$ cat src/rtl/nfd_pkg.sv
package nfd_pkg;

  // Control-to-datapath strobes, valid for one clock
  typedef struct packed {
    logic loadCmd;
    logic loadAddr;
    logic loadData;
    logic markModify;
    logic markRefuse;
    logic readReq;
  } nfdStrobe_t;

  localparam logic [7:0] CODE_PROGRAM_SETUP = 8'h80;
  localparam logic [7:0] CODE_ERASE_SETUP   = 8'h60;

  function automatic logic isModifyCode(input logic [7:0] code);
    return (code == CODE_PROGRAM_SETUP) || (code == CODE_ERASE_SETUP);
  endfunction

endpackage

$ cat src/rtl/nfd_sync.sv
module nfd_sync #(
  parameter int WIDTH  = 1,
  parameter int STAGES = 2,
  parameter logic [WIDTH-1:0] RESET_VAL = '0
) (
  input  logic             clk,
  input  logic             rstN,
  input  logic [WIDTH-1:0] asyncIn,
  output logic [WIDTH-1:0] syncOut
);

  logic [WIDTH-1:0] stageQ [STAGES];

  for (genvar s = 0; s < STAGES; s++) begin : g_stage
    if (s == 0) begin : g_first
      always_ff @(posedge clk or negedge rstN) begin
        if (!rstN) stageQ[s] <= RESET_VAL;
        else       stageQ[s] <= asyncIn;
      end
    end else begin : g_next
      always_ff @(posedge clk or negedge rstN) begin
        if (!rstN) stageQ[s] <= RESET_VAL;
        else       stageQ[s] <= stageQ[s-1];
      end
    end
  end

  assign syncOut = stageQ[STAGES-1];

endmodule

$ cat src/rtl/nfd_glitch_filter.sv
module nfd_glitch_filter #(
  parameter int SAMPLES   = 2,
  parameter bit RESET_VAL = 1'b1
) (
  input  logic clk,
  input  logic rstN,
  input  logic rawIn,
  output logic cleanOut
);

  localparam int CW = (SAMPLES > 1) ? $clog2(SAMPLES) : 1;
  localparam logic [CW-1:0] LAST = CW'(SAMPLES - 1);

  logic [CW-1:0] runLen;

  // The output follows only after the new level has been seen SAMPLES times in a row
  always_ff @(posedge clk or negedge rstN) begin
    if (!rstN) begin
      cleanOut <= RESET_VAL;
      runLen   <= '0;
    end else if (rawIn == cleanOut) begin
      runLen <= '0;
    end else if (runLen == LAST) begin
      cleanOut <= rawIn;
      runLen   <= '0;
    end else begin
      runLen <= runLen + 1'b1;
    end
  end

endmodule

$ cat src/rtl/nfd_control.sv
module nfd_control
  import nfd_pkg::*;
#(
  parameter int ADDR_CYCLES = 5,
  parameter int CNT_W       = $clog2(ADDR_CYCLES + 1)
) (
  input  logic             clk,
  input  logic             rstN,
  input  logic             ceF,
  input  logic             weF,
  input  logic             reF,
  input  logic             cleS,
  input  logic             aleS,
  input  logic             wpS,
  input  logic [7:0]       cmdBits,
  output nfdStrobe_t       strobe,
  output logic [CNT_W-1:0] addrSlot,
  output logic [CNT_W-1:0] addrCount,
  output logic             addrOverflow
);

  localparam logic [CNT_W-1:0] FULL = CNT_W'(ADDR_CYCLES);

  logic weQ, reQ;
  logic weRise, reFall, decodeOk;
  logic cmdCyc, addrCyc, dataCyc, modifyCode, refuse, slotFree;

  always_ff @(posedge clk or negedge rstN) begin
    if (!rstN) begin
      weQ <= 1'b1;
      reQ <= 1'b1;
    end else begin
      weQ <= weF;
      reQ <= reF;
    end
  end

  always_comb begin
    weRise     = weF & ~weQ;
    reFall     = ~reF & reQ;
    decodeOk   = weRise & ~ceF & reF;
    cmdCyc     = decodeOk &  cleS & ~aleS;
    addrCyc    = decodeOk &  aleS & ~cleS;
    dataCyc    = decodeOk & ~cleS & ~aleS;
    modifyCode = isModifyCode(cmdBits);
    refuse     = cmdCyc & modifyCode & ~wpS;
    slotFree   = (addrCount < FULL);

    strobe.loadCmd    = cmdCyc & ~refuse;
    strobe.markModify = cmdCyc & modifyCode & wpS;
    strobe.markRefuse = refuse;
    strobe.loadAddr   = addrCyc & slotFree;
    strobe.loadData   = dataCyc;
    strobe.readReq    = reFall & ~ceF & weF;
    addrSlot          = addrCount;
  end

  always_ff @(posedge clk or negedge rstN) begin
    if (!rstN) begin
      addrCount    <= '0;
      addrOverflow <= 1'b0;
    end else if (cmdCyc) begin
      addrCount    <= '0;
      addrOverflow <= 1'b0;
    end else if (addrCyc) begin
      if (slotFree) addrCount    <= addrCount + 1'b1;
      else          addrOverflow <= 1'b1;
    end
  end

endmodule

$ cat src/rtl/nfd_datapath.sv
module nfd_datapath
  import nfd_pkg::*;
#(
  parameter int ADDR_CYCLES = 5,
  parameter int IO_W        = 8,
  parameter int CNT_W       = $clog2(ADDR_CYCLES + 1),
  parameter int ADDR_W      = ADDR_CYCLES * IO_W
) (
  input  logic              clk,
  input  logic              rstN,
  input  nfdStrobe_t        strobe,
  input  logic [CNT_W-1:0]  addrSlot,
  input  logic [IO_W-1:0]   ioS,
  input  logic              ceF,
  input  logic              weF,
  input  logic              reF,
  output logic              cmdValid,
  output logic [7:0]        cmdCode,
  output logic              modifyStart,
  output logic              cmdRefused,
  output logic [ADDR_W-1:0] addr,
  output logic              dinValid,
  output logic [IO_W-1:0]   dinByte,
  output logic              doutReq,
  output logic              outEnable,
  output logic              standby
);

  logic [IO_W-1:0] slotQ [ADDR_CYCLES];

  for (genvar s = 0; s < ADDR_CYCLES; s++) begin : g_slot
    always_ff @(posedge clk or negedge rstN) begin
      if (!rstN)
        slotQ[s] <= '0;
      else if (strobe.loadAddr && (addrSlot == CNT_W'(s)))
        slotQ[s] <= ioS;
    end
    assign addr[s*IO_W +: IO_W] = slotQ[s];
  end

  always_ff @(posedge clk or negedge rstN) begin
    if (!rstN) begin
      cmdValid    <= 1'b0;
      modifyStart <= 1'b0;
      cmdRefused  <= 1'b0;
      dinValid    <= 1'b0;
      doutReq     <= 1'b0;
      cmdCode     <= '0;
      dinByte     <= '0;
      outEnable   <= 1'b0;
      standby     <= 1'b1;
    end else begin
      cmdValid    <= strobe.loadCmd;
      modifyStart <= strobe.markModify;
      cmdRefused  <= strobe.markRefuse;
      dinValid    <= strobe.loadData;
      doutReq     <= strobe.readReq;
      if (strobe.loadCmd)  cmdCode <= ioS[7:0];
      if (strobe.loadData) dinByte <= ioS;
      outEnable   <= ~ceF & ~reF & weF;
      standby     <= ceF;
    end
  end

endmodule

$ cat src/rtl/nand_bus_decoder.sv
module nand_bus_decoder #(
  parameter int ADDR_CYCLES  = 5,
  parameter int IO_W         = 8,
  parameter int SYNC_STAGES  = 2,
  parameter int FILT_SAMPLES = 2,
  parameter int CNT_W        = $clog2(ADDR_CYCLES + 1),
  parameter int ADDR_W       = ADDR_CYCLES * IO_W
) (
  input  logic              clk,
  input  logic              rstN,
  input  logic              ceN,
  input  logic              cle,
  input  logic              ale,
  input  logic              weN,
  input  logic              reN,
  input  logic              wpN,
  input  logic [IO_W-1:0]   io,
  output logic              cmdValid,
  output logic [7:0]        cmdCode,
  output logic              modifyStart,
  output logic              cmdRefused,
  output logic [ADDR_W-1:0] addr,
  output logic [CNT_W-1:0]  addrCount,
  output logic              addrOverflow,
  output logic              dinValid,
  output logic [IO_W-1:0]   dinByte,
  output logic              doutReq,
  output logic              outEnable,
  output logic              standby
);

  import nfd_pkg::*;

  localparam int LVL_W = IO_W + 3;
  localparam int STB_N = 3;

  logic [LVL_W-1:0] lvlS;
  logic [STB_N-1:0] stbS, stbF;
  logic [CNT_W-1:0] addrSlot;
  nfdStrobe_t       strobe;

  // Levels: {cle, ale, wpN, io}; strobes: {ceN, weN, reN}
  nfd_sync #(.WIDTH(LVL_W), .STAGES(SYNC_STAGES), .RESET_VAL('0)) i_lvlSync (
    .clk(clk), .rstN(rstN), .asyncIn({cle, ale, wpN, io}), .syncOut(lvlS)
  );

  nfd_sync #(.WIDTH(STB_N), .STAGES(SYNC_STAGES), .RESET_VAL('1)) i_stbSync (
    .clk(clk), .rstN(rstN), .asyncIn({ceN, weN, reN}), .syncOut(stbS)
  );

  for (genvar p = 0; p < STB_N; p++) begin : g_filt
    nfd_glitch_filter #(.SAMPLES(FILT_SAMPLES), .RESET_VAL(1'b1)) i_filt (
      .clk(clk), .rstN(rstN), .rawIn(stbS[p]), .cleanOut(stbF[p])
    );
  end

  nfd_control #(.ADDR_CYCLES(ADDR_CYCLES), .CNT_W(CNT_W)) i_control (
    .clk(clk), .rstN(rstN),
    .ceF(stbF[2]), .weF(stbF[1]), .reF(stbF[0]),
    .cleS(lvlS[IO_W+2]), .aleS(lvlS[IO_W+1]), .wpS(lvlS[IO_W]),
    .cmdBits(lvlS[7:0]),
    .strobe(strobe), .addrSlot(addrSlot),
    .addrCount(addrCount), .addrOverflow(addrOverflow)
  );

  nfd_datapath #(.ADDR_CYCLES(ADDR_CYCLES), .IO_W(IO_W), .CNT_W(CNT_W), .ADDR_W(ADDR_W)) i_datapath (
    .clk(clk), .rstN(rstN), .strobe(strobe), .addrSlot(addrSlot),
    .ioS(lvlS[IO_W-1:0]),
    .ceF(stbF[2]), .weF(stbF[1]), .reF(stbF[0]),
    .cmdValid(cmdValid), .cmdCode(cmdCode), .modifyStart(modifyStart),
    .cmdRefused(cmdRefused), .addr(addr), .dinValid(dinValid),
    .dinByte(dinByte), .doutReq(doutReq), .outEnable(outEnable),
    .standby(standby)
  );

endmodule

$ cat config.mk
export PLATFORM = sky130hd
export DESIGN_NAME = nand_bus_decoder
export DESIGN_NICKNAME = d
export VERILOG_FILES = /design/src/rtl/nfd_pkg.sv /design/src/rtl/nfd_sync.sv /design/src/rtl/nfd_glitch_filter.sv /design/src/rtl/nfd_control.sv /design/src/rtl/nfd_datapath.sv /design/src/rtl/nand_bus_decoder.sv
export SDC_FILE = /design/constraint.sdc
export NUM_CORES = 1
export LEC_CHECK = 0
export BUFFER_PORTS_ARGS = -buffer_cell sky130_fd_sc_hd__buf_2
export CELL_PAD_IN_SITES_DETAIL_PLACEMENT = 0
export CELL_PAD_IN_SITES_GLOBAL_PLACEMENT = 1
export CORE_UTILIZATION = 50
export CTS_BUF_LIST = sky130_fd_sc_hd__clkbuf_8
export DETAILED_ROUTE_END_ITERATION = 16
export GPL_ROUTABILITY_DRIVEN = 1
export PLACE_DENSITY_LB_ADDON = 0.1
export SYNTH_ARGS = -nofsm -noshare
export SYNTH_HDL_FRONTEND = slang
export SYNTH_HIERARCHICAL = 1
export SYNTH_SLANG_ARGS = --single-unit
$ cat constraint.sdc
create_clock -name clk -period 5.3 [get_ports clk]
set_input_delay 1.06 -clock clk [delete_from_list [all_inputs] [get_ports clk]]
set_output_delay 1.06 -clock clk [all_outputs]
set_load 0.05 [all_outputs]
==> impl_metrics.csv <==
group,metric,value,unit
detailed_routing,vias_per_cell,5.08,
setup_path,crit_type,"reg -> reg",
setup_path,end_kind,"flip-flop",
global_route,first_global_vias,2076,
logic_synthesis,yosys.area_share.simple,5.60,%
die,dieArea,8090,um^2
setup_path,r2r_setup_slack,2330,ps
placement,io_buffers,82,
setup_path,required,5540,ps
setup_path,critical_path.top_delay_family,"simple AND/OR/NAND/NOR gates",
setup_path,worstRegToRegCells,4,
logic_synthesis,yosysMostFrequentCell,"dfrtp_1",
setup_path,worst_ep_arrival_time,3210,ps
final_layout,fin_nets,322,
die,initial_core_util,52.5,%
sta,post-route-min-period,2970,ps
sta,setup_viol,0,
flow_run,drv_cap,0,
hold_path,holdPathEnd,"i_lvlSync/syncOut[4]$_DFF_PN0_",
logic_synthesis,ys_seq_area_share,67.0,%
detailed_routing,vias,2076,
sta,drv_slew,0,
die,die_y,90.0,um
logic_synthesis,syn-num-nets,253,
die,core_area,7370,um^2
logic_synthesis,synth_cells,236,
global_route,overflow,0,
outcome,outcome,"complete, no violations",
global_route,antenna_found_initial,0,
logic_synthesis,synth-xor-area-share,0.679,%
setup_path,rr_startpoint,"g_filt[0].i_filt/cleanOut$_DFFE_PN1P_",
global_route,grt_first_pass_wirelength,11.0,mm
logic_synthesis,synth_edf_count,0,
die,fp.dieW,90.0,um
setup_path,start_kind,"flip-flop",
clock_network,cts_tree,"built",
sta,fin_tns_setup,0,ps
logic_synthesis,synth-async-reset-ratio,100,%
clock_network,cts.sinks,103,
detailed_routing,detail_route.wl_per_cell,15.9,um
detailed_routing,routed_wl,6.50,mm
sta,max_freq,0.337,GHz
global_route,grt_max_degree,69,
logic_synthesis,synth_top_cell_by_area,"dfrtp_1",
setup_path,r2r_end,"i_datapath/addr[39]$_DFFE_PN0P_",
logic_synthesis,synth_top_family_by_area,"multiplexers",
sta,max_slew_margin,36.1,%
hold_path,min_from,"i_lvlSync/stageQ[15]$_DFF_PN0_",
logic_synthesis,synth.top_cells.by_area,"dfrtp_1 (59%), mux2_2 (16%), dfstp_2 (8.2%), buf_4 (3.7%), mux2_4 (1.2%)",
pwr,total_power,2.17,mW
logic_synthesis,synth_area,3870,um^2
placement,place_congestion,0.708,
hold_path,min-delay-path-class,"reg -> reg",
global_route,grt_usage,17.8,%
logic_synthesis,yosysWarningCount,6,
setup_path,crit_chain,"nand4bb_4 -> nor4_1 -> nor4bb_2 -> mux2_2",
setup_path,crit_slowest_cell,"nor4bb_2",
logic_synthesis,avgSynthCellArea,16.4,um^2
pwr,power.density,489,nW/um^2
clock_network,cts-root-buf,"clkbuf_8",
logic_synthesis,synth_adder_area_share,0.324,%
placement,dp_hpwl,4.41,mm
logic_synthesis,synth.distinct_cells,38,
die,fp-row-count,31,
sta,period_share,56.0,%
clock_network,cts_buffers,9,
clock_network,post_cts_resized,0,
clock_network,path_clk_slew,90,ps
logic_synthesis,synth-compound-area-share,3.75,%
clock_network,clockBufferDepth,2,
detailed_routing,drt_iter0_markers,56,
final_layout,fillerInstances,618,
hold_path,min_path_cells,0,
logic_synthesis,ys_top_cells_by_count,"dfrtp_1 (91), mux2_2 (56), buf_4 (19), dfstp_2 (12)",
setup_path,cpPeakStageDelay,950,ps
logic_synthesis,ys_ff_latch,103,
final_layout,drive_above_1_share,57.7,%
clock_network,insertion_delay,360,ps
sta,finClkSkew,10.5,ps
pwr,power.leakage,2.26,nW
final_layout,fin_area,4440,um^2
detailed_routing,drc_errors,0,
pwr,ir_drop,0.000311,V
clock_network,postCtsHoldBufs,0,
logic_synthesis,synth_mux_area_share,17.5,%
final_layout,antenna_cells,0,
logic_synthesis,synthFlopType,"dfrtp_1",
placement,dpl-instance-area,4250,um^2
detailed_routing,dr.pass1.iters,4,
clock_network,postCtsSetupBuffers,0,
sta,finalHoldViolations,0,
die,ios,83,
sta,rsz0062_at_grt,"no",
final_layout,syn_to_final_growth,14.8,%
logic_synthesis,synth_top_area_share,58.9,%
clock_network,cts.htree.levels,3,
detailed_routing,postRouteAntennaNets,0,
setup_path,cp_num_buf_inv,0,
setup_path,cp_max_fo,8,
sta,worst_pin_slew,945,ps
==> state kept, by name, summed over array words and instances (netlist names), 3 cells and up <==
register / count
g_filt.i_filt/cleanOut: 3
g_filt.i_filt/runLen: 3
i_control/addrCount: 3
i_datapath/addr: 40
i_datapath/cmdCode: 8
i_datapath/dinByte: 8
i_lvlSync/stageQ: 11
i_lvlSync/syncOut: 11
i_stbSync/stageQ: 3
i_stbSync/syncOut: 3
==> cell families after synthesis <==
kind of cell	after synthesis
adders and majority gates	1
DFF	103
and+or+nand+nor	25
xor gates and xnor gates	3
buffers and inverters	29
AOI/OAI and AO/OA	16
muxes	59
==> worst reg2reg max path, cell delays in order, from the launching register on <==
cell	delay (ps)
dfstp_2	630
nand4bb_4	180
nor4_1	680
nor4bb_2	950
mux2_2	410
==> how the worst max path moves through the flow <==
stage / start / to / slack, ps / cells after the start
after floorplan: i_control/addrCount[0]$_DFFE_PN0P_ / i_datapath/addr[0]$_DFFE_PN0P_ / 3070 / 4
after global placement: g_filt[1].i_filt/cleanOut$_DFFE_PN1P_ / i_datapath/addr[32]$_DFFE_PN0P_ / 2510 / 4
after detailed placement: g_filt[0].i_filt/cleanOut$_DFFE_PN1P_ / i_datapath/addr[32]$_DFFE_PN0P_ / 2420 / 4
after CTS: g_filt[0].i_filt/cleanOut$_DFFE_PN1P_ / i_datapath/addr[39]$_DFFE_PN0P_ / 2340 / 4
after global routing: g_filt[0].i_filt/cleanOut$_DFFE_PN1P_ / i_datapath/addr[10]$_DFFE_PN0P_ / 2120 / 4
final: g_filt[0].i_filt/cleanOut$_DFFE_PN1P_ / i_datapath/addr[39]$_DFFE_PN0P_ / 2330 / 4
==> cell usage in the layout, fill, tap and decap left out, types with 4 or more instances in the layout <==
| cell type | netlist | layout |
|---|---|---|
| buf_2 | 3 | 81 |
| clkbuf_8 | 0 | 9 |
| dfrtp_1 | 91 | 91 |
| dfstp_2 | 12 | 12 |
| inv_1 | 3 | 5 |
| mux2_2 | 56 | 56 |
| nor2_1 | 4 | 4 |
| nor3_1 | 4 | 4 |
==> power by group <==
group          leakage [nW]  switching (mW)  internal, mW
Sequential             1.31           0.103         0.942
Clock                 0.107           0.253         0.217
Combinational         0.840           0.456         0.202
Total                  2.26           0.811          1.36
==> cell type report <==
type | count | area [um^2] | area share, %
Multi-Input combinational cell | 104 | 1090 | 24.7
Clock buffer | 9 | 124 | 2.79
Clock inverter | 7 | 63.8 | 1.44
Tap cell | 99 | 124 | 2.79
Inverter | 3 | 11.3 | 0.254
Sequential cell | 103 | 2590 | 58.4
Timing Repair Buffer | 84 | 428 | 9.64
==> stage by stage <==
| stage | worst slack, ps | utilization [%] | hold slack, ps | cells |
|---|---|---|---|---|
| floorplan | 3070 | - | 331 | 236 |
| global placement | 2510 | 57.7 | 332 | 393 |
| detailed placement | 2420 | 57.7 | 335 | 393 |
| CTS | 2340 | 60.2 | 356 | 409 |
| global route | 2120 | 60.2 | 364 | 409 |
| finish | 2330 | 60.2 | 354 | 409 |
==> routing by layer <==
metal  share of wire (%)  global-route usage (%)  vias up
met5                   0                       0        -
met4                 1.9                    8.47        0
met3                 4.7                    3.81       11
met2                  46                    26.2       56
met1                  48                    25.3     1061
li1                    -                       -      948
(Power assumes the default switching activity.)
